$ cat src/rtl/sinc3_pkg.sv
package sinc3_pkg;

    localparam int unsigned DECIM       = 128;
    localparam int unsigned ORDER       = 3;
    localparam int unsigned ACC_W       = 32;
    localparam int unsigned OUT_W       = 16;
    localparam int unsigned SYNC_STAGES = 2;

    localparam int unsigned CNT_W     = $clog2(DECIM);
    localparam int unsigned GROWTH    = ORDER * $clog2(DECIM);
    localparam int unsigned OUT_SHIFT = GROWTH + 1 - OUT_W;
    localparam int unsigned SET_MAX   = ORDER - 1;
    localparam int unsigned SET_W     = (ORDER > 2) ? $clog2(ORDER) : 1;

    typedef logic signed [ACC_W-1:0] acc_t;
    typedef logic signed [OUT_W-1:0] pcm_t;

    typedef struct packed {
        logic vld;
        acc_t val;
    } dec_sample_t;

    typedef struct packed {
        logic vld;
        logic settled;
        pcm_t word;
    } pcm_out_t;

    function automatic acc_t bit_to_step(input logic b);
        return b ? acc_t'(1) : acc_t'(-1);
    endfunction

    function automatic pcm_t scale_sat(input acc_t v);
        acc_t sh;
        acc_t hi;
        acc_t lo;
        sh = v >>> OUT_SHIFT;
        hi = acc_t'((64'sd1 <<< (OUT_W - 1)) - 64'sd1);
        lo = -hi - acc_t'(1);
        if (sh > hi)
            return pcm_t'(hi[OUT_W-1:0]);
        else if (sh < lo)
            return pcm_t'(lo[OUT_W-1:0]);
        else
            return pcm_t'(sh[OUT_W-1:0]);
    endfunction

endpackage

$ cat src/rtl/sinc3_bit_sampler.sv
module sinc3_bit_sampler
    import sinc3_pkg::*;
#(
    parameter int unsigned STAGES = SYNC_STAGES
) (
    input  logic clk,
    input  logic rst,
    input  logic mod_clk,
    input  logic mod_data,
    output logic bit_en,
    output logic bit_val
);

    logic [STAGES:0]   ck_q;
    logic [STAGES-1:0] dt_q;

    always_ff @(posedge clk) begin
        if (rst) begin
            ck_q <= '0;
            dt_q <= '0;
        end else begin
            ck_q <= {ck_q[STAGES-1:0], mod_clk};
            dt_q <= {dt_q[STAGES-2:0], mod_data};
        end
    end

    assign bit_en  = ck_q[STAGES-1] & ~ck_q[STAGES];
    assign bit_val = dt_q[STAGES-1];

    AST_ONE_BIT_PER_EDGE: assert property (@(posedge clk) disable iff (rst)
        bit_en |=> !bit_en);

endmodule

$ cat src/rtl/sinc3_integ_chain.sv
module sinc3_integ_chain
    import sinc3_pkg::*;
#(
    parameter int unsigned N_STAGE = ORDER
) (
    input  logic clk,
    input  logic rst,
    input  logic bit_en,
    input  logic bit_val,
    output acc_t last_next
);

    acc_t step;
    acc_t acc [N_STAGE];
    acc_t nxt [N_STAGE];

    assign step = bit_to_step(bit_val);

    for (genvar g = 0; g < N_STAGE; g++) begin : g_stage
        if (g == 0) begin : g_first
            assign nxt[g] = acc[g] + step;
        end else begin : g_rest
            assign nxt[g] = acc[g] + nxt[g-1];
        end

        always_ff @(posedge clk) begin
            if (rst)
                acc[g] <= '0;
            else if (bit_en)
                acc[g] <= nxt[g];
        end
    end

    assign last_next = nxt[N_STAGE-1];

    AST_INT_IDLE: assert property (@(posedge clk) disable iff (rst)
        !bit_en |=> $stable(acc[0]));

endmodule

$ cat src/rtl/sinc3_comb_chain.sv
module sinc3_comb_chain
    import sinc3_pkg::*;
#(
    parameter int unsigned N_STAGE = ORDER
) (
    input  logic        clk,
    input  logic        rst,
    input  dec_sample_t dec_in,
    output pcm_out_t    out_q
);

    acc_t c [N_STAGE+1];
    acc_t d [N_STAGE];
    logic [SET_W-1:0] settle_cnt;

    assign c[0] = dec_in.val;

    for (genvar g = 0; g < N_STAGE; g++) begin : g_diff
        assign c[g+1] = c[g] - d[g];

        always_ff @(posedge clk) begin
            if (rst)
                d[g] <= '0;
            else if (dec_in.vld)
                d[g] <= c[g];
        end
    end

    always_ff @(posedge clk) begin
        if (rst) begin
            out_q      <= '0;
            settle_cnt <= '0;
        end else begin
            out_q.vld <= dec_in.vld;
            if (dec_in.vld) begin
                out_q.word    <= scale_sat(c[N_STAGE]);
                out_q.settled <= (settle_cnt == SET_W'(SET_MAX));
                if (settle_cnt != SET_W'(SET_MAX))
                    settle_cnt <= settle_cnt + SET_W'(1);
            end
        end
    end

    AST_SETTLE_ON_STROBE: assert property (@(posedge clk) disable iff (rst)
        $rose(out_q.settled) |-> out_q.vld);
    AST_WORD_HOLD: assert property (@(posedge clk) disable iff (rst)
        !dec_in.vld |=> $stable(out_q.word));

endmodule

$ cat src/rtl/sinc3_decimator.sv
module sinc3_decimator
    import sinc3_pkg::*;
(
    input  logic             clk,
    input  logic             rst,
    input  logic             mod_clk,
    input  logic             mod_data,
    output logic [OUT_W-1:0] pcm_word,
    output logic             pcm_valid,
    output logic             pcm_settled
);

    logic        bit_en;
    logic        bit_val;
    acc_t        int_next;
    logic [CNT_W-1:0] bit_cnt;
    dec_sample_t dec;
    pcm_out_t    po;

    sinc3_bit_sampler #(.STAGES(SYNC_STAGES)) u_smp (
        .clk      (clk),
        .rst      (rst),
        .mod_clk  (mod_clk),
        .mod_data (mod_data),
        .bit_en   (bit_en),
        .bit_val  (bit_val)
    );

    sinc3_integ_chain #(.N_STAGE(ORDER)) u_int (
        .clk       (clk),
        .rst       (rst),
        .bit_en    (bit_en),
        .bit_val   (bit_val),
        .last_next (int_next)
    );

    always_ff @(posedge clk) begin
        if (rst) begin
            bit_cnt <= '0;
            dec     <= '0;
        end else begin
            dec.vld <= 1'b0;
            if (bit_en) begin
                if (bit_cnt == CNT_W'(DECIM - 1)) begin
                    bit_cnt <= '0;
                    dec.vld <= 1'b1;
                    dec.val <= int_next;
                end else begin
                    bit_cnt <= bit_cnt + CNT_W'(1);
                end
            end
        end
    end

    sinc3_comb_chain #(.N_STAGE(ORDER)) u_comb (
        .clk    (clk),
        .rst    (rst),
        .dec_in (dec),
        .out_q  (po)
    );

    assign pcm_word    = po.word;
    assign pcm_valid   = po.vld;
    assign pcm_settled = po.settled;

    AST_DEC_FROM_BIT: assert property (@(posedge clk) disable iff (rst)
        dec.vld |-> $past(bit_en));
    AST_OUT_FOLLOWS_DEC: assert property (@(posedge clk) disable iff (rst)
        dec.vld |=> pcm_valid);
    AST_STROBE_SINGLE: assert property (@(posedge clk) disable iff (rst)
        pcm_valid |=> !pcm_valid);
    AST_RESET_CLEAN: assert property (@(posedge clk) disable iff (rst)
        $past(rst) |-> (!pcm_valid && !pcm_settled && pcm_word == '0));

endmodule

$ cat config.mk
export PLATFORM = sky130hd
export DESIGN_NAME = sinc3_decimator
export DESIGN_NICKNAME = d
export VERILOG_FILES = /design/src/rtl/sinc3_pkg.sv /design/src/rtl/sinc3_bit_sampler.sv /design/src/rtl/sinc3_integ_chain.sv /design/src/rtl/sinc3_comb_chain.sv /design/src/rtl/sinc3_decimator.sv
export SDC_FILE = /design/constraint.sdc
export NUM_CORES = 1
export LEC_CHECK = 0
export ABC_AREA = 1
export BUFFER_PORTS_ARGS = -buffer_cell sky130_fd_sc_hd__buf_2
export CAP_MARGIN = 20
export CORE_MARGIN = 10
export CORE_UTILIZATION = 45
export DETAILED_ROUTE_END_ITERATION = 8
export HOLD_SLACK_MARGIN = 0.06
export PLACE_DENSITY = 0.58
export SLEW_MARGIN = 15
export SYNTH_ARGS = -nofsm -noshare
export SYNTH_HDL_FRONTEND = slang
export SYNTH_SLANG_ARGS = --single-unit
$ cat constraint.sdc
create_clock -name clk -period 9.2 [get_ports clk]
set_input_delay 2.76 -clock clk [delete_from_list [all_inputs] [get_ports clk]]
set_output_delay 2.76 -clock clk [all_outputs]
set_load 0.02 [all_outputs]
Word-level counts from Yosys, hierarchy flattened
Memories as Yosys holds them, arrays and structs flattened.
Index checks and enable logic that the tools add are counted.
{"block": "totals", "regBits": 65, "elab_cells": 55, "mem_count": 2, "mem_bits_rw": 192, "in_bits": 4}
{"memory": "u_comb.d", "depth": 3, "width": 32, "read_ports": 3, "rd_clocked_by_memory_dff": 0, "wr": 3, "line_no": "sinc3_comb_chain.sv:13", "source": "acc_t d [N_STAGE];"}
{"memory": "u_int.acc", "depth": 3, "width": 32, "read_ports": 3, "rd_clocked_by_memory_dff": 0, "wr": 3, "line_no": "sinc3_integ_chain.sv:14", "source": "acc_t acc [N_STAGE];"}
{"block": "classes", "order_cmp": 2, "bitwise": 9, "mux": 19, "reduce_logical": 3, "n_eq_ne": 3, "n_addsub": 8}
{"operator": "2-to-1 mux 32 bit", "n": 7}
{"operator": "adder 32 bit", "n": 3}
{"operator": "subtractor 32 bit", "n": 3}
{"operator": "2-to-1 mux 33 bit", "n": 1}
{"operator": "2-to-1 mux 16 bit", "n": 2}
{"operator": "greater-than comparator 26 x 16 -> 1 bit (second input constant)", "n": 1}
{"operator": "< comparator 26 x 16 -> 1 bit (second input constant)", "n": 1}
{"operator": "2-to-1 mux 1 bit", "n": 8}
{"operator": "adder 7 x 1 -> 7 bit (second input constant)", "n": 1}
{"operator": "== test 7 bit (second input constant)", "n": 1}
{"operator": "2-to-1 mux 7 bit", "n": 1}
{"operator": "bitwise OR 1 bit", "n": 6}
{"operator": "AND reduction 2 bit", "n": 2}
{"operator": "adder 2 x 1 -> 2 bit (second input constant)", "n": 1}
{"operator": "== test 2 bit (second input constant)", "n": 1}
{"operator": "inequality test 2 bit (second input constant)", "n": 1}
{"operator": "inverter 1 bit", "n": 2}
{"operator": "OR reduction 2 bit", "n": 1}
{"operator": "bitwise AND 1 bit", "n": 1}

Longest topological paths before layout
{"block": "logic_depth", "word_depth": 6, "ltp_mapped": 42}

Cells and area by module
Synthesis repeated with hierarchy kept, for this count alone.
{"block": "hier_totals", "cells_unflattened": 2860, "area_unflattened_um2": 21201.6}
{"mod": "sinc3_comb_chain", "n_inst": 1, "cells_per_inst": 1453, "area_per_inst_um2": 10226.1}
{"mod": "sinc3_integ_chain", "n_inst": 1, "cells_per_inst": 1199, "area_per_inst_um2": 9107.5}
{"mod": "sinc3_decimator", "n_inst": 1, "cells_per_inst": 192, "area_per_inst_um2": 1726.7}
{"mod": "sinc3_bit_sampler", "n_inst": 1, "cells_per_inst": 16, "area_per_inst_um2": 141.4}

Least setup slack after synthesis
OpenSTA, ideal clock, no wires.
{"block": "synth_timing", "path_type": "input -> register", "startpoint": "input rst", "endpoint": "memory u_comb.d[0][0] (netlist bit) (enable)", "setup_time_ns": 0.449, "required_time_ns": 8.751, "path_buffers": 2, "setup_slack_ns": 3.481, "t_arrival_ns": 5.270, "cell_stages": 4, "cell_sequence": "clkbuf_1 -> nor2_1 -> clkbuf_1 -> inv_1"}
{"item": "start: declaration", "line_no": "sinc3_decimator.sv:5", "source": "input logic rst,"}
{"item": "end: declaration", "line_no": "sinc3_comb_chain.sv:13"}

==> results.json <==
{
  "worst_slack_ns": 2.35,
  "crit_path_start_kind": "flop",
  "drive_above_1_share_pct": 5.59,
  "vias": 16300,
  "portBuffers": 21,
  "io_pins": 22,
  "yosys.area.top_type_share_pct": 29.5,
  "hp-class": "flop to flop",
  "grt_usage_pct": 19.0,
  "synth_warnings": 0,
  "hold_viol_final": 0,
  "firstDrtPassIters": 5,
  "synth_area_mm2": 0.0195,
  "worstMarginPinSlew_ns": 1.09,
  "cts_resized": 0,
  "crit_path_end_kind": "flop",
  "worst_ir_drop_vdd_mv": 0.131,
  "cp.required_ns": 9.63,
  "grt_pass1_vias": 15800,
  "numCtsBuffers": 34,
  "holdWs_ns": 0.407,
  "r2r-start": "dec[0]$_SDFFE_PP0P_",
  "critPathMaxStageDelay_ns": 0.40,
  "slew_viol_final": 0,
  "synthSimpleGateAreaFrac_pct": 21.9,
  "cp_slowest_cell": "o21ai_0",
  "tns_ns": 0,
  "rrSetupSlack_ns": 2.35,
  "synth_cell_types": 54,
  "place_hpwl_um": 39200,
  "cp.arrival_ns": 7.28,
  "synth_edf_count": 192,
  "post_cts_buffers": 0,
  "synth-compound-area-share_pct": 12.9,
  "synth_area_leaders": "edfxtp_1 30%, ha_1 12%, nand2_1 9.4%",
  "start_util_pct": 45.5,
  "core_mm2": 0.0430,
  "seq_area_frac_synth_pct": 36.2,
  "cts_tree": "built",
  "ys_ff_latch": 257,
  "layout.nets": 2799,
  "fin_skew_ns": 0.0193,
  "leakagePower_nw": 10.4,
  "ant_nets": 0,
  "crit_type": "flop to flop",
  "synth_ff_type": "edfxtp_1",
  "worstHoldStart": "u_smp.ck_q[0]$_SDFF_PP0_",
  "min_period_ns": 6.85,
  "viasPerCell": 5.08,
  "place.gp.congestion": 0.917,
  "cap_violations": 0,
  "path_common_cell": "nand2_1",
  "path_max_fanout": 15,
  "fp-row-count": 76,
  "grt_pass1_wl_um": 81400,
  "drt_iter0_drc": 998,
  "grt_max_degree": 99,
  "clk_pin_slew_ns": 0.06,
  "cts_buffer_depth": 3,
  "cts_hold_buf": 0,
  "synthXorXnorAreaFrac_pct": 6.77,
  "antenna-diode-count": 0,
  "synthAdderAreaFrac_pct": 12.4,
  "synth_cells": 2572,
  "rr_endpoint": "u_comb.out_q[9]$_SDFFE_PP0P_",
  "die_y_um": 228,
  "gr-total-overflow": 0,
  "synth_top_family_by_area": "simple AND/OR/NAND/NOR gates",
  "synth_commonest_cells": "490 x nand2_1, 467 x inv_1, 352 x nor2_1",
  "clock-sinks": 257,
  "setup_viol_count_final": 0,
  "status": "finished clean",
  "root_buffer": "clkbuf_16",
  "hold-path-cell-count": 2,
  "muxShareOfSynthArea_pct": 0,
  "post-synth-top-count-cell": "nand2_1",
  "antenna_found_initial": 0,
  "die_w_um": 228,
  "die_area_mm2": 0.0522,
  "dpl_worst_slack_ns": 2.37,
  "htreeDepth": 2,
  "r2r_cells": 38,
  "drt_wl_total_um": 50700,
  "wl_per_cell_um": 15.8,
  "syn_area_per_cell_um2": 7.60,
  "yosysTopAreaCell": "edfxtp_1",
  "synthArstFlopShare_pct": 0,
  "drc": 0,
  "worstSkewPairLatency_ns": 0.54,
  "maxSlewHeadroom_pct": 27.3,
  "rsz0062_at_grt": "no",
  "power_density_mw_per_mm2": 222,
  "synthToLayoutAreaGrowth_pct": 10.3,
  "period_share_pct": 74.4,
  "synth_fp_nets": 2767,
  "timing.fmax_mhz": 146,
  "holdPathEnd": "u_smp.ck_q[1]$_SDFF_PP0_"
}
[power by group]
group          total, mW  leakage [nW]  internal, mW  switching, mW
clock network       1.45         0.596         0.919          0.532
logic               2.03          7.25         0.654           1.37
registers           1.32          2.53          1.30         0.0179
[through the flow]
stage / cells / power (mW) / utilization [%] / instance area, um2
2_1_floorplan: 2572 / 2.79 / - / 19500
3_3_place_gp: 3151 / 3.35 / 47.2 / 20300
3_5_place_dp: 3151 / 3.35 / 47.2 / 20300
4_1_cts: 3213 / 4.82 / 50.1 / 21500
5_1_grt: 3215 / 5.10 / 50.2 / 21600
6_report: 3215 / 4.79 / 50.2 / 21600
[sequential cells by signal, indices dropped and copies added (netlist names)]
name / flops
u_comb.d: 96
u_int.acc: 96
dec: 33
u_comb.out_q: 18
bit_cnt: 7
u_smp.ck_q: 3
u_comb.settle_cnt: 2
u_smp.dt_q: 2
[worst max path at each step]
stage | startpoint | end | slack (ns) | cells after the start
5_1_grt | dec[0]$_SDFFE_PP0P_ | u_comb.out_q[0]$_SDFFE_PP0P_ | 1.64 | 38
6_report | dec[0]$_SDFFE_PP0P_ | u_comb.out_q[9]$_SDFFE_PP0P_ | 2.35 | 38
3_5_place_dp | u_smp.dt_q[1]$_SDFF_PP0_ | u_int.acc[2][26]$_SDFFCE_PN0P_ | 2.37 | 28
2_1_floorplan | rst | u_comb.d[0][0]$_SDFFCE_PN0P_ | 3.48 | 4
3_3_place_gp | dec[0]$_SDFFE_PP0P_ | u_comb.out_q[7]$_SDFFE_PP0P_ | 2.53 | 38
4_1_cts | u_smp.dt_q[1]$_SDFF_PP0_ | u_int.acc[2][26]$_SDFFCE_PN0P_ | 2.33 | 28
[cells in the final DEF (no fill, tap or decap), drive strengths merged, types with 24 or more instances in the layout]
cell type,netlist,layout
nor2,355,355
nand3,91,91
xor2,113,113
inv,472,472
xnor2,38,38
o22ai,27,27
o21ai,104,104
a21o,24,24
nor3,36,36
edfxtp,192,192
dfxtp,65,65
ha,186,186
nand2,509,509
buf,5,29
clkbuf,28,49
a21oi,194,194
[critical path, delay by kind of cell, from the launching register on]
family	cells	cell delay, ns
fa+ha+maj	4	1.27
flops	1	0.29
buf+inv	4	0.31
simple gates	16	1.67
compound gates	12	2.73
xor+xnor	2	0.46
[cell type report]
class                      count  area, um2
sequential                   257       7070
multi-input combinational   1808      10600
tap                          585        732
clock inverter                13        193
timing repair buffer          29        185
inverter                     474       1780
clock buffer                  49       1030
fill                        4280      21400
[routing by layer]
metal	part of all wire, %	global-route usage (%)
met2	48	33.1
met3	4.1	2.85
met4	2.9	6.10
met5	0	0
met1	46	23.7
[cell families (layout without fill, tap and decap cells)]
family          after synthesis  count (layout)
buf+inv                     507             565
compound gates              432             432
xor+xnor                    151             151
fa+ha+maj                   191             191
simple gates               1034            1034
flops                       257             257
No activity file was read; power rests on OpenSTA's default activity.
